File: config.mk
export PLATFORM = sky130hd
export DESIGN_NAME = fault_response_ctrl
export DESIGN_NICKNAME = d
export VERILOG_FILES = /design/src/rtl/cfr_pkg.sv /design/src/rtl/cfr_fault_merge.sv /design/src/rtl/cfr_retry_timer.sv /design/src/rtl/cfr_ctrl_fsm.sv /design/src/rtl/fault_response_ctrl.sv
export SDC_FILE = /design/constraint.sdc
export NUM_CORES = 1
export LEC_CHECK = 0
export BUFFER_PORTS_ARGS = -buffer_cell sky130_fd_sc_hd__buf_2
export CELL_PAD_IN_SITES_DETAIL_PLACEMENT = 0
export CELL_PAD_IN_SITES_GLOBAL_PLACEMENT = 1
export CORE_ASPECT_RATIO = 0.6
export CORE_UTILIZATION = 49
export CTS_CLUSTER_DIAMETER = 60
export CTS_CLUSTER_SIZE = 25
export DETAILED_ROUTE_END_ITERATION = 12
export PLACE_DENSITY_LB_ADDON = 0.1
export SYNTH_ARGS = -nofsm -noshare
export SYNTH_HDL_FRONTEND = slang
export SYNTH_SLANG_ARGS = --single-unit
File: constraint.sdc
create_clock -name clk -period 10 [get_ports clk]
set_input_delay 1 -clock clk [delete_from_list [all_inputs] [get_ports clk]]
set_output_delay 1 -clock clk [all_outputs]
set_load 0.01 [all_outputs]
File: src/rtl/cfr_pkg.sv
package cfr_pkg;

    typedef enum logic [1:0] {
        ST_RUN   = 2'd0,
        ST_LATCH = 2'd1,
        ST_RETRY = 2'd2
    } cfr_state_e;

    localparam logic [1:0] MODE_LATCH = 2'b00;
    localparam int unsigned MAX_RETRY_MS = 2000;

    // Autoretry interval in milliseconds for a 3-bit code.
    function automatic int unsigned retry_ms(input logic [2:0] code);
        int unsigned ms;
        case (code)
            3'd7:    ms = MAX_RETRY_MS;
            default: ms = 32'd20 << code;
        endcase
        return ms;
    endfunction

endpackage

File: src/rtl/cfr_fault_merge.sv
module cfr_fault_merge #(
    parameter int N_RAILS = 8,
    localparam int NC = N_RAILS + 3
) (
    input  logic               clk,
    input  logic               rst,
    input  logic [N_RAILS-1:0] rail_flt,
    input  logic               ocp_flt,
    input  logic               seq_flt,
    input  logic               ext_in_n,
    input  logic               ext_is_out,
    input  logic               flag_clr,
    output logic               crit_now,
    output logic [NC-1:0]      flags
);
    logic [NC-1:0] cause;

    for (genvar i = 0; i < N_RAILS; i++) begin : g_rail
        assign cause[i] = rail_flt[i];
    end
    assign cause[N_RAILS]     = ocp_flt;
    assign cause[N_RAILS + 1] = seq_flt;
    assign cause[N_RAILS + 2] = ~ext_is_out & ~ext_in_n;

    assign crit_now = |cause;

    always_ff @(posedge clk) begin
        if (rst) flags <= '0;
        else     flags <= (flag_clr ? '0 : flags) | cause;
    end

    assert_flags_sticky_R10: assert property (@(posedge clk) disable iff (rst)
        !flag_clr |=> ((flags & $past(flags)) == $past(flags)));

endmodule

File: src/rtl/cfr_retry_timer.sv
module cfr_retry_timer #(
    parameter int TICKS_PER_MS = 1000,
    localparam int CNT_W = $clog2(cfr_pkg::MAX_RETRY_MS * TICKS_PER_MS + 1)
) (
    input  logic       clk,
    input  logic       rst,
    input  logic       load,
    input  logic [2:0] code,
    output logic       expired
);
    import cfr_pkg::*;

    logic [CNT_W-1:0] cnt;

    always_ff @(posedge clk) begin
        if (rst)
            cnt <= '0;
        else if (load)
            cnt <= CNT_W'(retry_ms(code) * TICKS_PER_MS - 1);
        else if (cnt != '0)
            cnt <= cnt - 1'b1;
    end

    assign expired = (cnt == '0);

    assert_load_not_expired_R5: assert property (@(posedge clk) disable iff (rst)
        load |=> !expired);

endmodule

File: src/rtl/cfr_ctrl_fsm.sv
module cfr_ctrl_fsm (
    input  logic                clk,
    input  logic                rst,
    input  logic                crit_now,
    input  logic                grp_any,
    input  logic [1:0]          mode,
    input  logic                hw_en,
    input  logic                sw_en,
    input  logic                expired,
    output cfr_pkg::cfr_state_e state,
    output logic                load,
    output logic                restart,
    output logic                any_fault_n
);
    import cfr_pkg::*;

    cfr_state_e nxt;
    logic       hw_q, sw_q, en_rise;

    assign en_rise = (hw_en & ~hw_q) | (sw_en & ~sw_q);
    assign load    = (state != ST_RETRY) | crit_now;

    always_comb begin
        nxt = state;
        case (state)
            ST_RUN:   if (crit_now) nxt = (mode == MODE_LATCH) ? ST_LATCH : ST_RETRY;
            ST_LATCH: if (en_rise && !crit_now) nxt = ST_RUN;
            ST_RETRY: if (expired && !crit_now) nxt = ST_RUN;
            default:  nxt = ST_RUN;
        endcase
    end

    always_ff @(posedge clk) begin
        if (rst) begin
            state       <= ST_RUN;
            hw_q        <= 1'b0;
            sw_q        <= 1'b0;
            restart     <= 1'b0;
            any_fault_n <= 1'b1;
        end else begin
            state       <= nxt;
            hw_q        <= hw_en;
            sw_q        <= sw_en;
            restart     <= (state != ST_RUN) && (nxt == ST_RUN);
            any_fault_n <= ~(crit_now | grp_any | (state != ST_RUN));
        end
    end

    assert_fault_leaves_run_R2: assert property (@(posedge clk) disable iff (rst)
        (state == ST_RUN && crit_now) |=> (state != ST_RUN));
    assert_latch_holds_R3: assert property (@(posedge clk) disable iff (rst)
        (state == ST_LATCH && !en_rise) |=> (state == ST_LATCH));
    assert_latch_fault_holds_R4: assert property (@(posedge clk) disable iff (rst)
        (state == ST_LATCH && crit_now) |=> (state == ST_LATCH));
    assert_wait_fault_holds_R6: assert property (@(posedge clk) disable iff (rst)
        (state == ST_RETRY && crit_now) |=> (state == ST_RETRY));
    assert_restart_single_R7: assert property (@(posedge clk) disable iff (rst)
        restart |=> !restart);

endmodule

File: src/rtl/fault_response_ctrl.sv
module fault_response_ctrl #(
    parameter int N_RAILS      = 8,
    parameter int TICKS_PER_MS = 1000,
    localparam int NC = N_RAILS + 3
) (
    input  logic               clk,
    input  logic               rst,
    input  logic [N_RAILS-1:0] rail_flt,
    input  logic               ocp_flt,
    input  logic               seq_flt,
    input  logic               ext_in_n,
    input  logic               ext_is_out,
    input  logic [1:0]         grp_flt,
    input  logic [1:0]         resp_mode,
    input  logic [2:0]         retry_code,
    input  logic               hw_en,
    input  logic               sw_en,
    input  logic               flag_clr,
    output logic               seq_shutdown,
    output logic               seq_restart,
    output logic               any_fault_n,
    output logic               ext_out_n,
    output logic [NC-1:0]      cause_flags
);
    import cfr_pkg::*;

    logic       crit_now, load, expired, held;
    cfr_state_e state;

    cfr_fault_merge #(.N_RAILS(N_RAILS)) u_merge (
        .clk(clk), .rst(rst), .rail_flt(rail_flt), .ocp_flt(ocp_flt),
        .seq_flt(seq_flt), .ext_in_n(ext_in_n), .ext_is_out(ext_is_out),
        .flag_clr(flag_clr), .crit_now(crit_now), .flags(cause_flags)
    );

    cfr_retry_timer #(.TICKS_PER_MS(TICKS_PER_MS)) u_timer (
        .clk(clk), .rst(rst), .load(load), .code(retry_code), .expired(expired)
    );

    cfr_ctrl_fsm u_fsm (
        .clk(clk), .rst(rst), .crit_now(crit_now), .grp_any(|grp_flt),
        .mode(resp_mode), .hw_en(hw_en), .sw_en(sw_en), .expired(expired),
        .state(state), .load(load), .restart(seq_restart),
        .any_fault_n(any_fault_n)
    );

    assign held         = (state != ST_RUN);
    assign seq_shutdown = held | ~(hw_en & sw_en);
    assign ext_out_n    = ~(ext_is_out & held);

    assert_summary_while_held_R8: assert property (@(posedge clk) disable iff (rst)
        (held && $past(held)) |-> !any_fault_n);
    assert_cascade_R9: assert property (@(posedge clk) disable iff (rst)
        !ext_is_out |-> ext_out_n);

endmodule

# ---- Word level (Yosys, flattened, before mapping)
# Cells that the tools add are included.
dict set report op_classes {
  n_shift 1
  multipliers 1
  n_mux 11
  n_eq_ne 4
  add_sub_neg 2
  bitwise_logic 18
  reduce_logical 13
}
# operator n
set ops {}
lappend ops {{$mux W32} 3}
lappend ops {{$mux W21} 2}
lappend ops {{$sub A21 B1 Y21 const B} 2}
lappend ops {{$mul A32 B7 Y18 const B} 1}
lappend ops {{$shl A5 B3 Y32 const A} 1}
lappend ops {{$logic_not A21 Y1} 1}
lappend ops {{$reduce_bool A21 Y1} 1}
lappend ops {{$mux W11} 1}
lappend ops {{$or A11 B11 Y11} 1}
lappend ops {{$reduce_or A11 Y1} 1}
lappend ops {{$mux W2} 4}
lappend ops {{$not A1 Y1} 7}
lappend ops {{$logic_not A2 Y1} 3}
lappend ops {{$pmux W2 S3} 1}
lappend ops {{$and A1 B1 Y1} 5}
lappend ops {{$or A1 B1 Y1} 5}
lappend ops {{$reduce_bool A2 Y1} 2}
lappend ops {{$eq A3 B3 Y1 const B} 1}
lappend ops {{$logic_and A1 B1 Y1} 3}
lappend ops {{$eq A2 B1 Y1 const B} 1}
lappend ops {{$eq A2 B2 Y1 const B} 1}
lappend ops {{$ne A2 B2 Y1 const B} 1}
lappend ops {{$reduce_or A2 Y1} 1}
lappend ops {{$logic_not A1 Y1} 1}
dict set report totals {
  ff_bits 38
  inputBits 24
  word_cells 57
  output_inout_bits 15
}

# ---- Longest topological paths before layout
# Gate-level depths: netlist (run 1).
dict set report depth {
  depth_word 9
  depth_mapped 20
  ltp_nobuf 19
}

# ---- By module
# Synthesis (run 1) repeated with hierarchy kept, for this count alone.
dict set report unflattened {
  cells_unflattened 433
  hier_area_um2 3575.9
}
# mod cells_each area_each_um2 seq_area_each_um2 instances
set modules_own_cells {}
lappend modules_own_cells {cfr_retry_timer 354 2866.5 420.4 1}
lappend modules_own_cells {cfr_fault_merge 50 437.9 220.2 1}
lappend modules_own_cells {cfr_ctrl_fsm 26 249.0 120.1 1}
lappend modules_own_cells {fault_response_ctrl 3 22.5 0.0 1}

# ---- Worst setup path before layout (run 1)
# OpenSTA, ideal clock, no wires.
dict set report synth_timing {
  path_type {input port to flip-flop}
  startpoint {in retry_code[2]}
  endpoint {reg u_timer.cnt[20]}
  required_ns 9.909
  stages 18
  setup_time_ns 0.091
  path_buffers 2
  t_arrival_ns 6.003
  slack_ns 3.906
  path_cell_list {buf_2 > clkbuf_1 > a21oi_1 > inv_1 > ha_1 > inv_1 > fa_1 > inv_1 > fa_1 > fa_1 > ha_1 > inv_1 > or4_4 > and3_4 > a2111o_1 > a2111oi_4 > or4b_1 > a311oi_1}
}
dict set report synth_between {
  elab_chain_cells 7
}
# item line
set synth_rtl {}
lappend synth_rtl {{start: declaration} fault_response_ctrl.sv:15} ;# input logic [2:0] retry_code,
lappend synth_rtl {{$shl A5 B3 Y32 / $eq A3 B3 Y1 (equally long branches)} {cfr_pkg.sv:17, cfr_pkg.sv:15}}
lappend synth_rtl {{$mux W32 (*)} cfr_pkg.sv:15} ;# case (code)
lappend synth_rtl {{$mux W32 (*)} cfr_retry_timer.sv:18} ;# else if (load)
lappend synth_rtl {{$mux W32 (*)} cfr_retry_timer.sv:16} ;# if (rst)
lappend synth_rtl {{$mul A32 B7 Y18 (*)} cfr_retry_timer.sv:19} ;# cnt <= CNT_W'(retry_ms(code) * TICKS_PER_MS - 1);
lappend synth_rtl {{$sub A21 B1 Y21 (*)} cfr_retry_timer.sv:19}
lappend synth_rtl {{$mux W21 (*)} cfr_retry_timer.sv:18}
lappend synth_rtl {{end signal: assignment} cfr_retry_timer.sv:19}
lappend synth_rtl {{end signal: assignment} cfr_retry_timer.sv:21} ;# cnt <= cnt - 1'b1;
lappend synth_rtl {{end: declaration} cfr_retry_timer.sv:13} ;# logic [CNT_W-1:0] cnt;
# Mark *: on every way between the ends. The rest lies on a longest branch, timed or not. The select of a mux whose other input is x is not followed.
# A chain may end at the register's enable or synchronous reset.

# ---- Worst setup path after layout (run 1)
dict set report layout_timing {
  startpoint {in retry_code[0]}
  endpoint {reg u_timer.cnt[20]}
}
# Same word-level chain as after synthesis.

==> results of run 1 <==
-- final cells by class --
type / count / area (sq um)
Fill cell: 655 / 2910
Clock inverter: 1 / 5.00
Timing Repair Buffer: 39 / 198
Clock buffer: 7 / 143
Tap cell: 87 / 109
Multi-Input combinational cell: 351 / 2650
Inverter: 37 / 139
Sequential cell: 38 / 761
-- flip-flops by register name, indices dropped and copies added, names as in the netlist --
register and count:
u_timer.cnt 21, u_merge.flags 11, u_fsm.state 2, u_fsm.any_fault_n 1, u_fsm.hw_q 1, u_fsm.restart 1, u_fsm.sw_q 1
-- placed cells by master, fill, tap and decap left out, drive strengths merged, types with 2 or more instances in the layout --
master and n:
nor4 12, nor2b 6, a211oi 12, clkbuf 7, or2 5, nand4 3
a21o 7, a311oi 4, or4 4, o22ai 2, nor3b 2, o21ai 17
ha 50, nand3 14, a21boi 2, fa 12, xnor2 16, o21a 5
nand2b 4, xor2 17, nand2 30, inv 37, dfxtp 38, or3 9
nor4b 2, o21bai 2, nor3 13, nor2 40, and2 4, buf 39
a21oi 36, a22o 2, a221oi 2
-- critical path: cells and delay by family --
| kind | cells | cell delay, ns |
|---|---|---|
| buf+inv | 3 | 0.42 |
| compound gates | 5 | 1.26 |
| xor+xnor | 1 | 0.18 |
| fa+ha+maj | 6 | 2.36 |
| simple gates | 4 | 1.29 |
-- power by group through the flow --
stage | logic, uW | registers, uW | clock network [uW]
final | 337 | 191 | 158
after global routing | 381 | 194 | 170
after CTS | 336 | 190 | 162
after detailed placement | 333 | 194 | 0
after global placement | 327 | 193 | 0
after floorplan | 265 | 192 | 0
-- logic make-up after synthesis --
family,after synthesis,share of synthesized area [%]
buf+inv,51,6.18
mux,1,0.311
compound gates,103,19.0
flops,38,21.0
xor+xnor,33,8.18
fa+ha+maj,62,23.9
simple gates,152,21.4
-- worst paths after layout --
check	slack, ns	depth (start not counted)	startpoint	end
max reg2reg	7.05	6	u_timer.cnt[13]$_SDFFE_PP0P_	u_timer.cnt[11]$_SDFFE_PP0P_
min	0.47	2	u_timer.cnt[16]$_SDFFE_PP0P_	u_timer.cnt[16]$_SDFFE_PP0P_
min reg2reg	0.47	2	u_timer.cnt[16]$_SDFFE_PP0P_	u_timer.cnt[16]$_SDFFE_PP0P_
max	3.66	19	retry_code[0]	u_timer.cnt[20]$_SDFFE_PP0P_
-- per-stage QoR --
step / instances / total power [uW]
2_1_floorplan: 440 / 457
3_3_place_gp: 552 / 520
3_5_place_dp: 552 / 527
4_1_cts: 560 / 688
5_1_grt: 560 / 745
6_report: 560 / 685
-- metal layers --
metal  GRT usage [%]  vias to the layer above  share of wire [%]
li1                -                     1621                  -
met1            36.5                     1483                 57
met2            30.7                       81                 37
met3            4.63                        0                6.3
met4            2.30                        0                  0
met5               0                        -                  0
==> run_results.csv, run 1 <==
group,metric,value,unit
outcome,status,"completed",
clock_tree,clockRootBuffer,"clkbuf_16",
routing,vias_per_cell,5.69,
floorplan,fp.dieW,113,um
floorplan,ioPinCount,39,
routing,vias,3185,
synth,syn_area_per_cell,8.24,sq um
routing,drc,0,
synth,synth_most_common_cell,"ha_1",
synth,synth-seq-cells,38,
synth,yosys-top-cells-count,"50 x ha_1, 40 x nor2_1, 38 x dfxtp_1, 36 x a21oi_1, 36 x inv_1",
timing,tightest_slew,0.828,ns
pwr,p_int,414,uW
clock_tree,clk_path_buf_depth,2,
critical_path,cp.required,10.19,ns
clock_tree,clk_latency,0.28,ns
synth,ys_async_sr_fraction,0,%
synth,synth_area,3620,sq um
clock_tree,cts_tree,"yes",
cells_and_area,fin_area,4000,sq um
synth,synth_warnings,0,
critical_path,critPathSlowestCell,"fa_1",
place,dp_hpwl,6700,um
pwr,leakage,0.00188,uW
critical_path,slowest_delay,0.54,ns
synth,synth_cell_types,63,
pwr,power.density,171,nW/um^2
place,gp_routability_congestion,0.851,
timing,period_minus_slack,6.34,ns
place,portBuffers,38,
grt,grt_max_degree,32,
place,dpl_cell_area,3850,sq um
pwr,clkPwrFrac,23.0,%
clock_tree,h-tree-depth,2,
pwr,p_seq_share,27.8,%
timing,hold_viol_final,0,
synth,synth_nets,526,
synth,synth_area_leaders,"dfxtp_1 21%, ha_1 17%, fa_1 6.6%, a21oi_1 5.0%, nor2_1 4.1%",
synth,synth_top_area_share,21.0,%
routing,firstDrtPassIters,5,
routing,dr.first_iter.drc_count,252,
clock_tree,numCtsBuffers,5,
pwr,p_comb_share,49.2,%
timing,fin_tns_setup,0,ns
critical_path,critPathKind,"in -> reg",
synth,yosysTopAreaCell,"dfxtp_1",
timing,setup_ws,3.66,ns
pwr,peakVddDrop,0.0955,mV
grt,grt_pass1_wl,13800,um
critical_path,crit_path_end_kind,"flop",
synth,ys_seq_area_share,21.0,%
timing,rsz0062_at_grt,"no",
routing,drtAntennaViolNets,0,
routing,wire_per_inst,14.8,um
place,pre_cts_slack,3.40,ns
timing,max_clock_freq,158,MHz
floorplan,row_count,23,
critical_path,cp_cell_sequence,"buf_2 -> inv_1 -> ha_1 -> nor2_1 -> o21a_1 -> fa_1 -> xnor2_1 -> ha_1 -> a21o_1 -> fa_1 -> fa_1 -> ha_1 -> inv_1 -> or4_4 -> and3_4 -> a2111o_1 -> a2111oi_4 -> or4b_1 -> a311oi_1",
floorplan,die_area,7760,sq um
timing,post-route-period-util,63.4,%
cells_and_area,syn2layout_area_growth,10.3,%
synth,synth_edf_count,0,
clock_tree,cts_setup_buffers,0,
timing,setup_violations,0,
cells_and_area,final_core_util,57.9,%
cells_and_area,final_nets,558,
grt,antenna_found_initial,0,
floorplan,start_util,52.5,%
grt,grt_usage,22.7,%
critical_path,critPathLaunchType,"input port",
timing,slew_headroom,44.0,%
cells_and_area,drive_above_1_share,13.3,%
clock_tree,holdBufCountCts,0,
timing,whs,0.466,ns
synth,ys.flop_type,"dfxtp_1",
clock_tree,clkSinkCount,38,
routing,finalWirelength,8280,um
critical_path,cp_max_fo,9,
clock_tree,cts.repair.resized,0,
cells_and_area,antenna_cells,0,
critical_path,arrival,6.53,ns
grt,overflow,0,
worst_hold_path,min_path_type,"reg -> reg",
grt,grt_pass1_vias,2747,
pwr,p_sw_share,39.7,%
synth,postSynthCellCount,440,
clock_tree,clkSlewWorstSetupHoldPaths,0.05,ns
floorplan,core_area,6910,sq um
flow_run,cap_violations,0,
timing,fin_skew,0.00295,ns
timing,maxSlewViolCount,0,
pwr,switchingPower,272,uW
floorplan,die_y,68.6,um
Note: power is estimated with default switching activity, not from simulation.
==> run 2: changes to the inputs <==
--- a/config.mk
+++ b/config.mk
@@ -9,7 +9,7 @@
 export CELL_PAD_IN_SITES_DETAIL_PLACEMENT = 0
 export CELL_PAD_IN_SITES_GLOBAL_PLACEMENT = 1
 export CORE_ASPECT_RATIO = 0.6
-export CORE_UTILIZATION = 49
+export CORE_UTILIZATION = 41
 export CTS_CLUSTER_DIAMETER = 60
 export CTS_CLUSTER_SIZE = 25
 export DETAILED_ROUTE_END_ITERATION = 12
==> constraint.sdc (replaced) <==
create_clock -name clk -period 5.6 [get_ports clk]
set_input_delay 0.56 -clock clk [delete_from_list [all_inputs] [get_ports clk]]
set_output_delay 0.56 -clock clk [all_outputs]
set_load 0.01 [all_outputs]
==> run_results.csv, run 2 (synthesis gave the netlist of run 1 again) <==
group,metric,value,unit
floorplan,start_util,42.4,%
floorplan,die_y,74.8,um
critical_path,cp_max_fo,4,
routing,vias,3271,
routing,vias_per_cell,5.26,
routing,drtAntennaViolNets,0,
cells_and_area,drive_above_1_share,23.1,%
grt,grt_max_degree,32,
timing,setup_violations,0,
cells_and_area,regMostFlops,"u_timer.cnt",
grt,grt_pass1_vias,2912,
critical_path,slowest_delay,0.53,ns
place,portBuffers,38,
timing,whs,0.470,ns
clock_tree,clockRootBuffer,"clkbuf_16",
clock_tree,numCtsBuffers,5,
grt,grt_usage,20.9,%
grt,antenna_found_initial,0,
place,place_inst,614,
routing,finalWirelength,9090,um
place,gp_routability_congestion,0.852,
outcome,status,"completed",
worst_hold_path,min_path_type,"reg -> reg",
clock_tree,clk_latency,0.29,ns
cells_and_area,fillerInstances,834,
critical_path,cp_cell_sequence,"buf_6 -> clkinvlp_4 -> ha_4 -> nor2_1 -> o21a_1 -> fa_2 -> xnor2_2 -> ha_1 -> a21o_1 -> fa_1 -> fa_1 -> ha_4 -> inv_1 -> or4_4 -> and3_4 -> a2111o_1 -> a2111oi_4 -> or4b_4 -> a311oi_2",
pwr,peakVddDrop,0.203,mV
clock_tree,clkSinkCount,38,
critical_path,critPathLaunchType,"input port",
timing,fin_skew,0.00715,ns
flow_run,cap_violations,0,
critical_path,critPathKind,"in -> reg",
timing,post-route-period-util,98.0,%
cells_and_area,layout_commonest_cell,"ha_1",
critical_path,arrival,5.69,ns
floorplan,die_area,9230,sq um
clock_tree,holdBufCountCts,0,
cells_and_area,stdcell_count,622,
clock_tree,clkSlewWorstSetupHoldPaths,0.06,ns
floorplan,core_area,8560,sq um
timing,max_clock_freq,182,MHz
timing,maxSlewViolCount,0,
timing,period_minus_slack,5.49,ns
floorplan,ioPinCount,39,
place,dp_hpwl,7320,um
cells_and_area,antenna_cells,0,
timing,tightest_slew,0.886,ns
cells_and_area,syn2layout_area_growth,22.4,%
clock_tree,h-tree-depth,2,
cells_and_area,seq_area,761,sq um
cells_and_area,largest_reg_flops,21,
pwr,power.density,306,nW/um^2
pwr,leakage,0.00208,uW
cells_and_area,final_nets,595,
critical_path,cp.required,5.80,ns
grt,overflow,0,
grt,grt_pass1_wl,14800,um
clock_tree,clk_path_buf_depth,2,
floorplan,fp.dieW,123,um
cells_and_area,final_cell_mix,"45 x ha_1, 39 x nor2_1, 38 x buf_4, 38 x dfxtp_1, 36 x buf_2",
routing,firstDrtPassIters,4,
critical_path,crit_path_end_kind,"flop",
timing,hold_viol_final,0,
pwr,p_total,1360,uW
cells_and_area,top_regs,"u_timer.cnt: 21 flops, u_merge.flags: 11 flops, u_fsm.state: 2 flops",
critical_path,critPathSlowestCell,"or4_4",
routing,drc,0,
cells_and_area,multi_input_area,2740,sq um
routing,dr.first_iter.drc_count,176,
timing,slew_headroom,40.1,%
floorplan,row_count,26,
clock_tree,cts_tree,"yes",
routing,wire_per_inst,14.6,um
run 2: changes by cell type in the layout (fill, tap and decap cells not counted), sizes merged:
cell / previous run / this run
clkbuf: 7 / 6
clkinvlp: 0 / 1
bufinv: 0 / 1
inv: 37 / 36
clkinv: 1 / 2
buf: 39 / 75
run 2: layer usage:
layer | routed length, um | share of wire, % | GRT usage [%]
met1 | 5480 | 60 | 34.4
met2 | 3300 | 36 | 27.4
met3 | 247 | 2.7 | 3.71
met4 | 61 | 0.67 | 3.48
met5 | 0 | 0 | 0
run 2: final cells by class:
type	count	area share, %
clock buffers	5	2.82
repair buffers	76	10.9
clock inverters	3	0.902
flip-flops and latches	38	17.1
well taps	112	3.16
inverters	37	3.27
multi-input cells	351	61.8
run 2: repair_timing:
action,in CTS,in global routing
resized for setup,0,19
setup buffers,0,0
endpoints found under the setup margin,0,2
run 2: report_power, final:
group	switching, uW	leakage, uW	internal [uW]
clock network	113	0.0000836	208
logic	375	0.00168	323
registers	29.7	0.000317	310
total	517	0.00208	842
run 2: worst paths after layout:
check / slack, ns / from / cells past startpoint / endpoint
worst max-delay path: 0.11 / retry_code[0] / 19 / u_timer.cnt[20]$_SDFFE_PP0P_
worst min-delay path: 0.47 / u_timer.cnt[16]$_SDFFE_PP0P_ / 2 / u_timer.cnt[16]$_SDFFE_PP0P_
worst max register to register: 2.67 / u_timer.cnt[6]$_SDFFE_PP0P_ / 6 / u_timer.cnt[11]$_SDFFE_PP0P_
worst min register to register: 0.47 / u_timer.cnt[16]$_SDFFE_PP0P_ / 2 / u_timer.cnt[16]$_SDFFE_PP0P_
run 2: through the flow:
step,area (sq um),utilization (%),setup slack [ns],TNS [ns]
floorplan,3640,-,0.0484,0
global placement,4180,48.8,-0.169,-0.188
detailed placement,4180,48.8,-0.235,-0.300
CTS,4340,50.7,0.0453,0
global route,4440,51.9,-0.00313,-0.00313
finish,4440,51.9,0.111,0
run 2: worst max-delay path: cells and delay by family:
kind | cells | cell delay, ns
buffers and inverters | 3 | 0.29
adders and majority gates | 6 | 2.13
and+or+nand+nor | 4 | 1.32
xor gates and xnor gates | 1 | 0.16
AOI/OAI and AO/OA | 5 | 1.23
==> run 3: changes to the inputs <==
--- a/config.mk
+++ b/config.mk
@@ -14,6 +14,7 @@
 export CTS_CLUSTER_SIZE = 25
 export DETAILED_ROUTE_END_ITERATION = 12
 export PLACE_DENSITY_LB_ADDON = 0.1
+export RECOVER_POWER = 100
 export SYNTH_ARGS = -nofsm -noshare
 export SYNTH_HDL_FRONTEND = slang
 export SYNTH_SLANG_ARGS = --single-unit
==> run_results.csv, run 3 (synthesis gave the netlist of run 1 again) <==
group,metric,value,unit
outcome,status,"completed",
critical_path,critPathKind,"in -> reg",
clock_tree,clockRootBuffer,"clkbuf_16",
pwr,p_total,1360,uW
timing,setup_violations,0,
clock_tree,clk_path_buf_depth,2,
pwr,power.density,307,nW/um^2
routing,vias,3268,
clock_tree,clk_latency,0.29,ns
cells_and_area,layout_commonest_cell,"ha_1",
grt,grt_pass1_vias,2912,
critical_path,worstRegToRegCells,7,
grt,grt_pass1_wl,14800,um
clock_tree,numCtsBuffers,5,
critical_path,critPathLaunchType,"input port",
grt,grt_usage,20.9,%
critical_path,crit_path_end_kind,"flop",
place,dp_hpwl,7320,um
worst_hold_path,min_path_type,"reg -> reg",
cells_and_area,antenna_cells,0,
floorplan,ioPinCount,39,
pwr,p_seq_share,25.1,%
critical_path,cp_max_fo,4,
critical_path,reg2reg_from,"u_timer.cnt[6]$_SDFFE_PP0P_",
routing,wire_per_inst,14.6,um
cells_and_area,largest_reg_flops,21,
critical_path,critPathSlowestCell,"or4_4",
timing,hold_viol_final,0,
pwr,switchingPower,516,uW
timing,whs,0.471,ns
cells_and_area,final_cell_mix,"45 x ha_1, 39 x nor2_1, 38 x buf_4, 38 x dfxtp_1, 34 x inv_1",
routing,firstDrtPassIters,4,
floorplan,die_y,74.8,um
grt,antenna_found_initial,0,
critical_path,timing.rr.end,"u_fsm.state[1]$_SDFF_PP0_",
pwr,clkPwrFrac,23.6,%
critical_path,rrSetupSlack,2.63,ns
grt,overflow,0,
pwr,leakage,0.00203,uW
timing,slew_headroom,40.1,%
clock_tree,clkSlewWorstSetupHoldPaths,0.06,ns
timing,maxSlewViolCount,0,
place,pre_cts_slack,-0.235,ns
routing,drtAntennaViolNets,0,
critical_path,crit_end,"u_timer.cnt[20]$_SDFFE_PP0P_",
floorplan,row_count,26,
floorplan,start_util,42.4,%
place,gp_routability_congestion,0.852,
clock_tree,clkSinkCount,38,
routing,dr.first_iter.drc_count,170,
floorplan,die_area,9230,sq um
timing,post-route-period-util,98.0,%
pwr,p_int,840,uW
clock_tree,holdBufCountCts,0,
timing,fin_tns_setup,0,ns
routing,finalWirelength,9060,um
cells_and_area,final_nets,595,
timing,max_clock_freq,182,MHz
pwr,p_sw_share,38.1,%
critical_path,slowest_delay,0.53,ns
grt,grt_max_degree,32,
timing,fin_skew,0.00661,ns
place,portBuffers,38,
floorplan,core_area,8560,sq um
flow_run,cap_violations,0,
routing,drc,0,
critical_path,cp.required,5.80,ns
pwr,peakVddDrop,0.203,mV
routing,vias_per_cell,5.25,
critical_path,cp_cell_sequence,"buf_6 -> clkinvlp_4 -> ha_4 -> nor2_1 -> o21a_1 -> fa_2 -> xnor2_2 -> ha_1 -> a21o_1 -> fa_1 -> fa_1 -> ha_4 -> inv_1 -> or4_4 -> and3_4 -> a2111o_1 -> a2111oi_4 -> or4b_4 -> a311oi_2",
cells_and_area,final_core_util,51.6,%
cells_and_area,drive_above_1_share,20.0,%
critical_path,arrival,5.69,ns
clock_tree,h-tree-depth,2,
cells_and_area,syn2layout_area_growth,21.9,%
floorplan,fp.dieW,123,um
timing,setup_ws,0.110,ns
clock_tree,cts_tree,"yes",
pwr,p_comb_share,51.3,%
cells_and_area,top_regs,"u_timer.cnt: 21 flops, u_merge.flags: 11 flops, u_fsm.state: 2 flops",
timing,period_minus_slack,5.49,ns
cells_and_area,fillerInstances,844,
critical_path,startpoint,"retry_code[0]",
timing,tightest_slew,0.886,ns
cells_and_area,regMostFlops,"u_timer.cnt",
-- run 3: cell count changes in the layout (fill, tap and decap cells not counted) --
cell / before / now
buf_2: 36 / 20
clkbuf_1: 0 / 16
or2_0: 1 / 2
or2_1: 1 / 0
-- run 3: routing by layer --
layer	vias to the layer above	routed length, um	GRT usage (%)
met3	7	268	3.71
met2	41	3320	27.4
li1	1710	-	-
met1	1510	5410	34.4
met4	0	61	3.48
met5	-	0	0
-- run 3: how the worst min path moves through the flow --
stage / startpoint / end / slack [ns] / cells after the start
after detailed placement: u_timer.cnt[16]$_SDFFE_PP0P_ / u_timer.cnt[16]$_SDFFE_PP0P_ / 0.46 / 2
after floorplan: u_timer.cnt[16]$_SDFFE_PP0P_ / u_timer.cnt[16]$_SDFFE_PP0P_ / 0.43 / 2
after global routing: u_timer.cnt[16]$_SDFFE_PP0P_ / u_timer.cnt[16]$_SDFFE_PP0P_ / 0.49 / 2
after CTS: u_timer.cnt[16]$_SDFFE_PP0P_ / u_timer.cnt[16]$_SDFFE_PP0P_ / 0.47 / 2
final: u_timer.cnt[16]$_SDFFE_PP0P_ / u_timer.cnt[16]$_SDFFE_PP0P_ / 0.47 / 2
after global placement: u_timer.cnt[16]$_SDFFE_PP0P_ / u_timer.cnt[16]$_SDFFE_PP0P_ / 0.46 / 2
-- run 3: power by group through the flow --
stage	logic (uW)	registers, uW	clock network [uW]
floorplan	475	342	0
CTS	685	340	331
global route	787	346	341
global placement	670	345	0
finish	696	340	321
detailed placement	679	345	0
-- run 3: critical path: cells and delay by family --
| kind | cells | cell delay, ns |
|---|---|---|
| xor gates and xnor gates | 1 | 0.16 |
| and+or+nand+nor | 4 | 1.32 |
| AOI/OAI and AO/OA | 5 | 1.23 |
| buffers and inverters | 3 | 0.29 |
| adders and majority gates | 6 | 2.13 |
-- run 3: metrics by stage --
step           instance area, sq um  cells
4_1_cts                        4340    622
5_1_grt                        4420    622
3_3_place_gp                   4180    614
3_5_place_dp                   4180    614
6_report                       4420    622
2_1_floorplan                  3640    440
-- run 3: timing repair --
| action | in CTS | in global routing |
|---|---|---|
| buffers inserted | 0 | 0 |
| gates resized for setup | 0 | 19 |
| setup endpoints to repair | 0 | 2 |
-- run 3: area by class of cell --
cell class | count | area, sq um | share of cell area, %
multi-input combinational | 351 | 2740 | 62.1
sequential | 38 | 761 | 17.2
timing repair buffer | 76 | 464 | 10.5
inverter | 37 | 145 | 3.29
tap | 112 | 140 | 3.17
clock buffer | 5 | 125 | 2.83
clock inverter | 3 | 40.0 | 0.907
